==> config.mk <==
export PLATFORM = sky130hd
export DESIGN_NAME = vol_stereo_top
export DESIGN_NICKNAME = d
export VERILOG_FILES = /design/src/rtl/vol_pkg.sv /design/src/rtl/vol_ramp.sv /design/src/rtl/vol_lane.sv /design/src/rtl/vol_stereo_top.sv
export SDC_FILE = /design/constraint.sdc
export NUM_CORES = 2
export LEC_CHECK = 0
export ABC_AREA = 0
export CAP_MARGIN = 0
export CORE_ASPECT_RATIO = 0.7
export CORE_MARGIN = 2
export CORE_UTILIZATION = 55
export CTS_BUF_LIST = sky130_fd_sc_hd__clkbuf_2
export CTS_CLUSTER_SIZE = 16
export DETAILED_ROUTE_END_ITERATION = 16
export GPL_TIMING_DRIVEN = 0
export PLACE_DENSITY_LB_ADDON = 0.3
export SKIP_CTS_REPAIR_TIMING = 1
export SYNTH_ARGS = -nofsm -noshare
export SYNTH_HDL_FRONTEND = slang
export SYNTH_SLANG_ARGS = --single-unit
==> constraint.sdc <==
create_clock -name clk -period 24.6 [get_ports clk]
set_input_delay 2.46 -clock clk [delete_from_list [all_inputs] [get_ports clk]]
set_output_delay 2.46 -clock clk [all_outputs]
set_load 0.005 [all_outputs]
==> src/rtl/vol_pkg.sv <==
package vol_pkg;

    localparam int FRAC_W     = 16;
    localparam int FRAC_STEPS = 12;
    localparam int FRAC_SH    = 15;
    localparam int IDX_W      = 4;
    localparam int SH_W       = 5;

    typedef enum logic [1:0] {
        RAMP_HOLD = 2'd0,
        RAMP_DOWN = 2'd1,
        RAMP_UP   = 2'd2
    } ramp_dir_t;

    typedef struct packed {
        logic             silent;
        logic [IDX_W-1:0] idx;
        logic [SH_W-1:0]  octave;
    } gain_sel_t;

    // Multipliers 10^(-k/40) in Q15 for half-dB positions inside one octave.
    function automatic logic [FRAC_W-1:0] frac_mult(input logic [IDX_W-1:0] k);
        logic [FRAC_W-1:0] m;
        case (k)
            4'd0:    m = 16'd32768;
            4'd1:    m = 16'd30935;
            4'd2:    m = 16'd29205;
            4'd3:    m = 16'd27571;
            4'd4:    m = 16'd26029;
            4'd5:    m = 16'd24573;
            4'd6:    m = 16'd23198;
            4'd7:    m = 16'd21900;
            4'd8:    m = 16'd20675;
            4'd9:    m = 16'd19519;
            4'd10:   m = 16'd18427;
            4'd11:   m = 16'd17396;
            default: m = 16'd0;
        endcase
        return m;
    endfunction

endpackage

==> src/rtl/vol_ramp.sv <==
module vol_ramp
    import vol_pkg::*;
#(
    parameter int RAMP_STEPS = 256,
    localparam int RAMP_W    = $clog2(RAMP_STEPS + 1)
) (
    input  logic              clk,
    input  logic              rst,
    input  logic              stb,
    input  logic              mute_req,
    output logic [RAMP_W-1:0] pos,
    output logic              done
);

    localparam logic [RAMP_W-1:0] TOP = RAMP_W'(RAMP_STEPS);

    ramp_dir_t dir;

    always_comb begin
        if (mute_req && pos != TOP)
            dir = RAMP_UP;
        else if (!mute_req && pos != '0)
            dir = RAMP_DOWN;
        else
            dir = RAMP_HOLD;
    end

    always_ff @(posedge clk) begin
        if (rst) begin
            pos <= '0;
        end else if (stb) begin
            case (dir)
                RAMP_UP:   pos <= pos + 1'b1;
                RAMP_DOWN: pos <= pos - 1'b1;
                default:   pos <= pos;
            endcase
        end
    end

    assign done = (pos == TOP);

endmodule

==> src/rtl/vol_lane.sv <==
module vol_lane
    import vol_pkg::*;
#(
    parameter int DATA_W    = 16,
    parameter int CODE_W    = 8,
    parameter int RAMP_W    = 9,
    parameter int MUTE_CODE = 176,
    parameter int BOOST_SH  = 4
) (
    input  logic              clk,
    input  logic              rst,
    input  logic              stb,
    input  logic              bypass,
    input  logic [DATA_W-1:0] x,
    input  logic [CODE_W-1:0] code,
    input  logic [RAMP_W-1:0] ramp,
    output logic [DATA_W-1:0] y
);

    localparam int ATT_W  = ((CODE_W > RAMP_W) ? CODE_W : RAMP_W) + 1;
    localparam int PROD_W = DATA_W + FRAC_W + 1;
    localparam int BASE_SH = FRAC_SH - BOOST_SH;
    localparam logic signed [PROD_W-1:0] MAXV = PROD_W'((64'sd1 <<< (DATA_W - 1)) - 1);
    localparam logic signed [PROD_W-1:0] MINV = -MAXV - 1;

    logic [ATT_W-1:0]         att;
    gain_sel_t                sel;
    logic [FRAC_W-1:0]        mult;
    logic signed [PROD_W-1:0] prod;
    logic signed [PROD_W-1:0] scaled;
    logic [DATA_W-1:0]        nxt;

    always_comb begin
        att        = ATT_W'(code) + ATT_W'(ramp);
        sel.silent = (att >= ATT_W'(MUTE_CODE));
        sel.idx    = IDX_W'(att % ATT_W'(FRAC_STEPS));
        sel.octave = SH_W'(att / ATT_W'(FRAC_STEPS));
    end

    always_comb begin
        mult   = frac_mult(sel.idx);
        prod   = $signed({{(FRAC_W + 1){x[DATA_W-1]}}, x})
               * $signed({{DATA_W{1'b0}}, 1'b0, mult});
        scaled = prod >>> (BASE_SH + int'(sel.octave));
        if (bypass)
            nxt = x;
        else if (sel.silent)
            nxt = '0;
        else if (scaled > MAXV)
            nxt = MAXV[DATA_W-1:0];
        else if (scaled < MINV)
            nxt = MINV[DATA_W-1:0];
        else
            nxt = scaled[DATA_W-1:0];
    end

    always_ff @(posedge clk) begin
        if (rst)
            y <= '0;
        else if (stb)
            y <= nxt;
    end

endmodule

==> src/rtl/vol_stereo_top.sv <==
module vol_stereo_top #(
    parameter int DATA_W     = 16,
    parameter int CODE_W     = 8,
    parameter int RAMP_STEPS = 256,
    parameter int MUTE_CODE  = 176,
    parameter int BOOST_SH   = 4
) (
    input  logic              clk,
    input  logic              rst,
    input  logic              smp_stb,
    input  logic [DATA_W-1:0] smp_l,
    input  logic [DATA_W-1:0] smp_r,
    input  logic [CODE_W-1:0] gain_l,
    input  logic [CODE_W-1:0] gain_r,
    input  logic              mute_req,
    input  logic              agc_bypass,
    output logic [DATA_W-1:0] out_l,
    output logic [DATA_W-1:0] out_r,
    output logic              mute_done
);

    localparam int LANES  = 2;
    localparam int RAMP_W = $clog2(RAMP_STEPS + 1);

    logic [RAMP_W-1:0] ramp_pos;
    logic [DATA_W-1:0] lane_x [LANES];
    logic [CODE_W-1:0] lane_c [LANES];
    logic [DATA_W-1:0] lane_y [LANES];

    assign lane_x[0] = smp_l;
    assign lane_x[1] = smp_r;
    assign lane_c[0] = gain_l;
    assign lane_c[1] = gain_r;
    assign out_l     = lane_y[0];
    assign out_r     = lane_y[1];

    vol_ramp #(
        .RAMP_STEPS (RAMP_STEPS)
    ) u_ramp (
        .clk      (clk),
        .rst      (rst),
        .stb      (smp_stb),
        .mute_req (mute_req),
        .pos      (ramp_pos),
        .done     (mute_done)
    );

    for (genvar g = 0; g < LANES; g++) begin : g_lane
        vol_lane #(
            .DATA_W    (DATA_W),
            .CODE_W    (CODE_W),
            .RAMP_W    (RAMP_W),
            .MUTE_CODE (MUTE_CODE),
            .BOOST_SH  (BOOST_SH)
        ) u_lane (
            .clk    (clk),
            .rst    (rst),
            .stb    (smp_stb),
            .bypass (agc_bypass),
            .x      (lane_x[g]),
            .code   (lane_c[g]),
            .ramp   (ramp_pos),
            .y      (lane_y[g])
        );
    end

endmodule

Word-level counts from Yosys, hierarchy flattened
Memories as Yosys holds them, arrays and structs flattened.
Index checks and enable logic that the tools add are counted.
{"block": "totals", "regBits": 41, "rom_bits": 512, "out_inout_bits": 33, "mem_count": 2}
{"memory": "(no name shown)", "words": 16, "width": 16, "read_ports": 1, "rd_ports_with_merged_regs": 0, "write_ports": 0, "line_no": "vol_pkg.sv:24", "rtl": "case (k)"}
{"memory": "(no name shown)", "words": 16, "width": 16, "read_ports": 1, "rd_ports_with_merged_regs": 0, "write_ports": 0, "line_no": "vol_pkg.sv:24"}
{"block": "op_classes", "add_sub_neg": 6, "mul": 2, "div": 4, "order_cmp": 6, "n_eq_ne": 4, "n_shift": 2, "mux": 11, "n_reduce_logical": 6}
{"cell": "$mux 16", "count": 8}
{"cell": "$gt 33x16->1 const B", "count": 2}
{"cell": "$lt 33x16->1 const B", "count": 2}
{"cell": "$mul 16x17->33", "count": 2}
{"cell": "$sshr 33x32->33", "count": 2}
{"cell": "$add 8x9->10", "count": 2}
{"cell": "$div 10x4->10 const B", "count": 2}
{"cell": "$ge 10x8->1 const B", "count": 2}
{"cell": "$mod 10x4->10 const B", "count": 2}
{"cell": "$pmux 9 s2", "count": 1}
{"cell": "$add 4x5->6 const A", "count": 2}
{"cell": "$add 9x1->9 const B", "count": 1}
{"cell": "$eq 9x9->1 const B", "count": 1}
{"cell": "$ne 9x9->1 const B", "count": 1}
{"cell": "$reduce_bool 9->1", "count": 1}
{"cell": "$sub 9x1->9 const B", "count": 1}
{"cell": "$eq 2x1->1 const B", "count": 1}
{"cell": "$eq 2x2->1 const B", "count": 1}
{"cell": "$logic_and 1x1->1", "count": 2}
{"cell": "$mux 2", "count": 1}
{"cell": "$reduce_and 2->1", "count": 1}
{"cell": "$reduce_bool 2->1", "count": 1}
{"cell": "$logic_not 1->1", "count": 1}
{"cell": "$mux 1", "count": 1}

Longest topological paths before layout
An unclocked memory read counts as a cell.
{"block": "logic_depth", "ltp_word": 10, "depth_mapped": 54, "mapped_depth_nobuf": 48}

Cells and area by module
From an unflattened synthesis, not the netlist that was laid out.
{"block": "hier_totals", "cells_unflattened": 3523, "hier_area_um2": 28081.9}
{"mod": "vol_lane (g_lane[0].u_lane)", "instances": 1, "cells_each": 1745, "area_per_inst_um2": 13729.4}
{"mod": "vol_lane (g_lane[1].u_lane)", "instances": 1, "cells_each": 1700, "area_per_inst_um2": 13625.6}
{"mod": "vol_ramp", "instances": 1, "cells_each": 78, "area_per_inst_um2": 726.9}

Worst setup path after synthesis
Ideal clock, no wire load.
{"block": "synth_timing", "path_type": "input-to-reg", "from": "in gain_r[0]", "to": "reg g_lane[1].u_lane.y[8]", "setup_ps": 88, "t_arrival_ps": 14718, "required_time_ps": 24512, "slack_ps": 9794, "path_stages": 49, "path_buffers": 6, "path_cell_list": "ha_1 -> fa_1 -> a211o_1 -> a21boi_1 -> o211ai_1 -> o311a_1 -> o21ai_2 -> o22ai_1 -> a2111o_1 -> a211o_1 -> o21a_1 -> buf_4 -> inv_2 -> buf_6 -> buf_2 -> nor2_1 -> or2_2 -> clkbuf_1 -> [... 13 more ...] -> inv_1 -> ha_1 -> a21o_1 -> a31o_2 -> or4_1 -> o21ai_0 -> a2111oi_0 -> or2_2 -> xor2_1 -> o21ai_0 -> mux2i_2 -> o2111ai_1 -> a2111oi_2 -> nand4_1 -> o31ai_4 -> buf_4 -> o211ai_1 -> a311oi_2"}
{"block": "synth_between", "elab_chain_cells": 10}
{"element": "from (decl)", "line_no": "vol_stereo_top.sv:14", "rtl": "input logic [CODE_W-1:0] gain_r,"}
{"element": "$add 8x9->10 (*)", "line_no": "vol_lane.sv:34", "rtl": "att = ATT_W'(code) + ATT_W'(ramp);"}
{"element": "$mod 10x4->10", "line_no": "vol_lane.sv:36", "rtl": "sel.idx = IDX_W'(att % ATT_W'(FRAC_STEPS));"}
{"element": "$mem_v2 16x16"}
{"element": "$mul 16x17->33", "line_no": "vol_lane.sv:43", "rtl": "* $signed({{DATA_W{1'b0}}, 1'b0, mult});"}
{"element": "$sshr 33x32->33", "line_no": "vol_lane.sv:44", "rtl": "scaled = prod >>> (BASE_SH + int'(sel.octave));"}
{"element": "$lt 33x16->1", "line_no": "vol_lane.sv:51", "rtl": "else if (scaled < MINV)"}
{"element": "$mux 16", "line_no": "vol_lane.sv:51"}
{"element": "$mux 16", "line_no": "vol_lane.sv:49", "rtl": "else if (scaled > MAXV)"}
{"element": "$mux 16 (*)", "line_no": "vol_lane.sv:47", "rtl": "else if (sel.silent)"}
{"element": "$mux 16 (*)", "line_no": "vol_lane.sv:45", "rtl": "if (bypass)"}
{"element": "to (signal assigned)", "line_no": "vol_lane.sv:61", "rtl": "y <= nxt;"}
{"element": "to (decl)", "line_no": "vol_lane.sv:17", "rtl": "output logic [DATA_W-1:0] y"}
Every way passes the cells marked *; elsewhere a longest branch is shown, timed or not.
A chain may end at the register's enable or synchronous reset.

Worst setup path in the final report
Same ends and word-level chain as after synthesis.

==> summary.md <==
| Metric | Value |
|---|---|
| Status | `finished, final reports clean` |
| Seq cells post-synth | `41` |
| Initial Utilization | `0.560` |
| Synth Flop Type | `dfxtp_1` |
| Crit-path leading delay family | `compound AO/OA/AOI/OAI gates` |
| Worst reg2reg endpoint | `g_lane[1].u_lane.y[8]$_SDFFE_PP0P_` |
| Number of cell rows | `~70` |
| Number of global-route vias before repair | `around 26000` |
| Synth Cell Area | `between 20000 and 30000 sq um` |
| Fmax | `roughly 0.054 GHz` |
| Clk_lat worst skew | `around 550 ps` |
| Die width | `between 200 and 300 um` |
| CTS tree | `yes` |
| First-pass GRT wire length | `154 mm` |
| Synth async-reset ratio | `0` |
| Largest net degree at the start of global routing | `13` |
| Wire per inst | `22.4 um` |
| Crit Path Max Fanout | `10` |
| Final antenna-violating net count | `0` |
| Post-Synthesis Cells | `~3600` |
| Clk sinks | `just over 40` |
| Seq/Total Area, Yosys | `0.0287` |
| Max_slew headroom | `0.0490` |
| Clock Skews | `72.6 ps` |
| GP Congestion | `1.06` |
| Setup TNS | `0 ps` |
| Final Core Density | `0.594` |
| HP Class | `reg2reg` |
| Detailed Route Iter0 Violations | `about 3500` |
| IO Count | `86` |
| Via density | `6.21` |
| Initial DRT Pass Iterations | `9` |
| CTS root buf | `clkbuf_2` |
| Fin nets | `between 4000 and 5000` |
| Worst hold start | `g_lane[1].u_lane.y[4]$_SDFFE_PP0P_` |
| Syn Nets | `~4400` |
| Via Count | `between 20000 and 30000` |
| Hold slack | `505 ps` |
| Post-route minimum period | `between 15000 and 20000 ps` |
| Die ar. | `roughly 54000 sq um` |
| Warnings from Yosys | `0` |
| Worst hold path endpoint | `g_lane[1].u_lane.y[4]$_SDFFE_PP0P_` |
| Critical Path Max Stage Delay | `between 700 and 800 ps` |
| Maximum clock path buffer count | `2` |
| Initial antenna violation count | `4` |
| Critical path arrival | `18870 ps` |
| Dpl ws | `~6100 ps` |
| Layout cells sized above 1 | `0.0420` |
| DRC Markers | `0` |
| Worst-Margin Slew | `1410 ps` |
| Setup WS post-layout | `6140 ps` |
| R2r setup slk | `~8000 ps` |
| CP dominant cell by count | `fa_1` |
| CTS buffer count | `5` |
| Period utilization | `0.750` |
| Reg2reg path depth | `48` |
| Post-synthesis area per instance | `approximately 8 sq um` |
| Max-cap viol count | `0` |
| Final setup violation count | `0` |
| H-Tree Depth | `2` |
| Synth unique cells | `about 120` |
| Pins Over Slew Limit | `0` |
| Global-route total usage across every layer | `0.364` |
| Area Overhead vs Synth | `6.08%` |
| Final wirelength | `about 100 mm` |
| Buffers on Ports | `84` |
| Die Ht | `195 um` |
| Post-synth EDFFs | `0` |
| Final Hold Fails | `0` |
| RSZ-0062 raised after global routing | `false` |
| Worst R2R Start | `u_ramp.pos[0]$_SDFFE_PP0P_` |
| Crit path max-delay cell type | `a31oi_1` |
| Core ar. | `51100 sq um` |
| DP HPWL | `just over 80 mm` |
| Worst Hold Depth | `2` |
| Crit path launch type | `primary input` |
| Clk slew on worst S/H paths | `220 ps` |
| Setup Crit Path Kind | `in2reg` |
| Crit path capture type | `register` |
| Required time of the critical path | `25010 ps` |
| Total global routing overflow | `0` |
| Worst path buffer plus inverter count | `10` |
metrics by stage:
stage,cell area [sq um],cells
floorplan,28600,3621
global placement,30300,4379
detailed placement,30300,4380
CTS,30400,4387
global route,30400,4387
finish,30400,4390
cell usage after synthesis, types with 10 or more instances:
master / number / share of area
a211o_1: 14 / 0.0043
a211oi_1: 41 / 0.011
a21o_1: 55 / 0.014
a21oi_1: 131 / 0.023
a221oi_1: 10 / 0.0031
a22oi_1: 17 / 0.0045
a311oi_1: 14 / 0.0043
a31oi_1: 34 / 0.0074
a41oi_1: 12 / 0.0037
and2_1: 243 / 0.053
and3_1: 37 / 0.0081
buf_2: 22 / 0.0038
clkbuf_1: 144 / 0.019
dfxtp_1: 41 / 0.029
fa_1: 391 / 0.27
ha_1: 285 / 0.12
inv_1: 565 / 0.074
mux2_2: 18 / 0.0071
mux2i_1: 79 / 0.028
mux4_2: 25 / 0.020
nand2_1: 427 / 0.056
nand2b_1: 18 / 0.0039
nand3_1: 63 / 0.011
nand4_1: 12 / 0.0026
nor2_1: 246 / 0.032
nor2b_1: 20 / 0.0044
nor3_1: 63 / 0.011
nor4_1: 23 / 0.0050
o2111ai_1: 14 / 0.0043
o211ai_1: 36 / 0.0094
o21a_1: 25 / 0.0066
o21ai_0: 98 / 0.017
o21bai_1: 23 / 0.0060
o221ai_1: 14 / 0.0043
o22ai_1: 12 / 0.0026
o31ai_1: 22 / 0.0058
or2_2: 14 / 0.0031
xnor2_1: 54 / 0.017
xor2_1: 28 / 0.0086
tightest hold or removal path: stages, from the launching register on:
cell	delay, ps
dfxtp_1	360
nor2_1	80
a311oi_1	50
placed cells by master (no fill, tap or decap), types with 22 or more instances in the layout:
cell / count
nand3_1: 63
ha_1: 285
a31oi_1: 34
nor4_1: 23
mux2i_1: 79
buf_2: 22
o21a_1: 25
o211ai_1: 36
inv_1: 565
mux4_2: 25
nand2_1: 427
a211oi_1: 41
and3_1: 37
xnor2_1: 54
a21oi_1: 131
o21ai_0: 98
fa_1: 391
nor2_1: 246
o31ai_1: 22
clkdlybuf4s50_1: 84
xor2_1: 28
and2_1: 243
dfxtp_1: 41
nor3_1: 63
clkbuf_1: 144
a21o_1: 55
o21bai_1: 23
cell type report:
cell class                 instances  area, sq um
clock buffer                       5         25.0
timing repair buffer              85          848
clock inverter                     2         11.3
sequential                        41          821
buffer                           188          808
antenna                            3         7.51
tap                              674          843
inverter                         569         2140
multi-input combinational       2823        24900
fill                            4705        20700
worst max-delay path by stage:
stage	cells past startpoint	slack, ps	from	end
6_report	49	6140	gain_r[0]	g_lane[1].u_lane.y[8]$_SDFFE_PP0P_
5_1_grt	52	5480	gain_r[0]	g_lane[1].u_lane.y[8]$_SDFFE_PP0P_
4_1_cts	48	6600	gain_r[0]	g_lane[1].u_lane.y[8]$_SDFFE_PP0P_
3_5_place_dp	48	6100	gain_r[0]	g_lane[1].u_lane.y[8]$_SDFFE_PP0P_
3_3_place_gp	48	5930	gain_r[0]	g_lane[1].u_lane.y[8]$_SDFFE_PP0P_
2_1_floorplan	49	9790	gain_r[0]	g_lane[1].u_lane.y[8]$_SDFFE_PP0P_
cell families (layout without fill, tap and decap cells):
| family | count (synthesis) | in the layout | share of synthesized area |
|---|---|---|---|
| fa+ha+maj | 676 | 676 | 0.398 |
| flops | 41 | 41 | 0.0287 |
| buf+inv | 757 | 849 | 0.103 |
| other cells | 0 | 3 | 0 |
| xor+xnor | 84 | 84 | 0.0262 |
| mux | 125 | 125 | 0.0558 |
| compound gates | 720 | 720 | 0.182 |
| simple gates | 1218 | 1218 | 0.207 |
per-layer routing:
layer / GRT usage / vias up / share of wire
met5: 0 / - / 0.000071
met4: 0.0473 / 2 / 0.014
met1: 0.566 / 13100 / 0.46
met3: 0.145 / 112 / 0.15
li1: - / 12400 / -
met2: 0.474 / 1640 / 0.37
sequential cells by signal, summed over array words and instances (netlist names):
register         count
u_ramp.pos           9
g_lane.u_lane.y     32
Power is left out: the tool's default activity adds up to more than one toggle a clock period on the data nets, which glitch-free logic cannot reach.
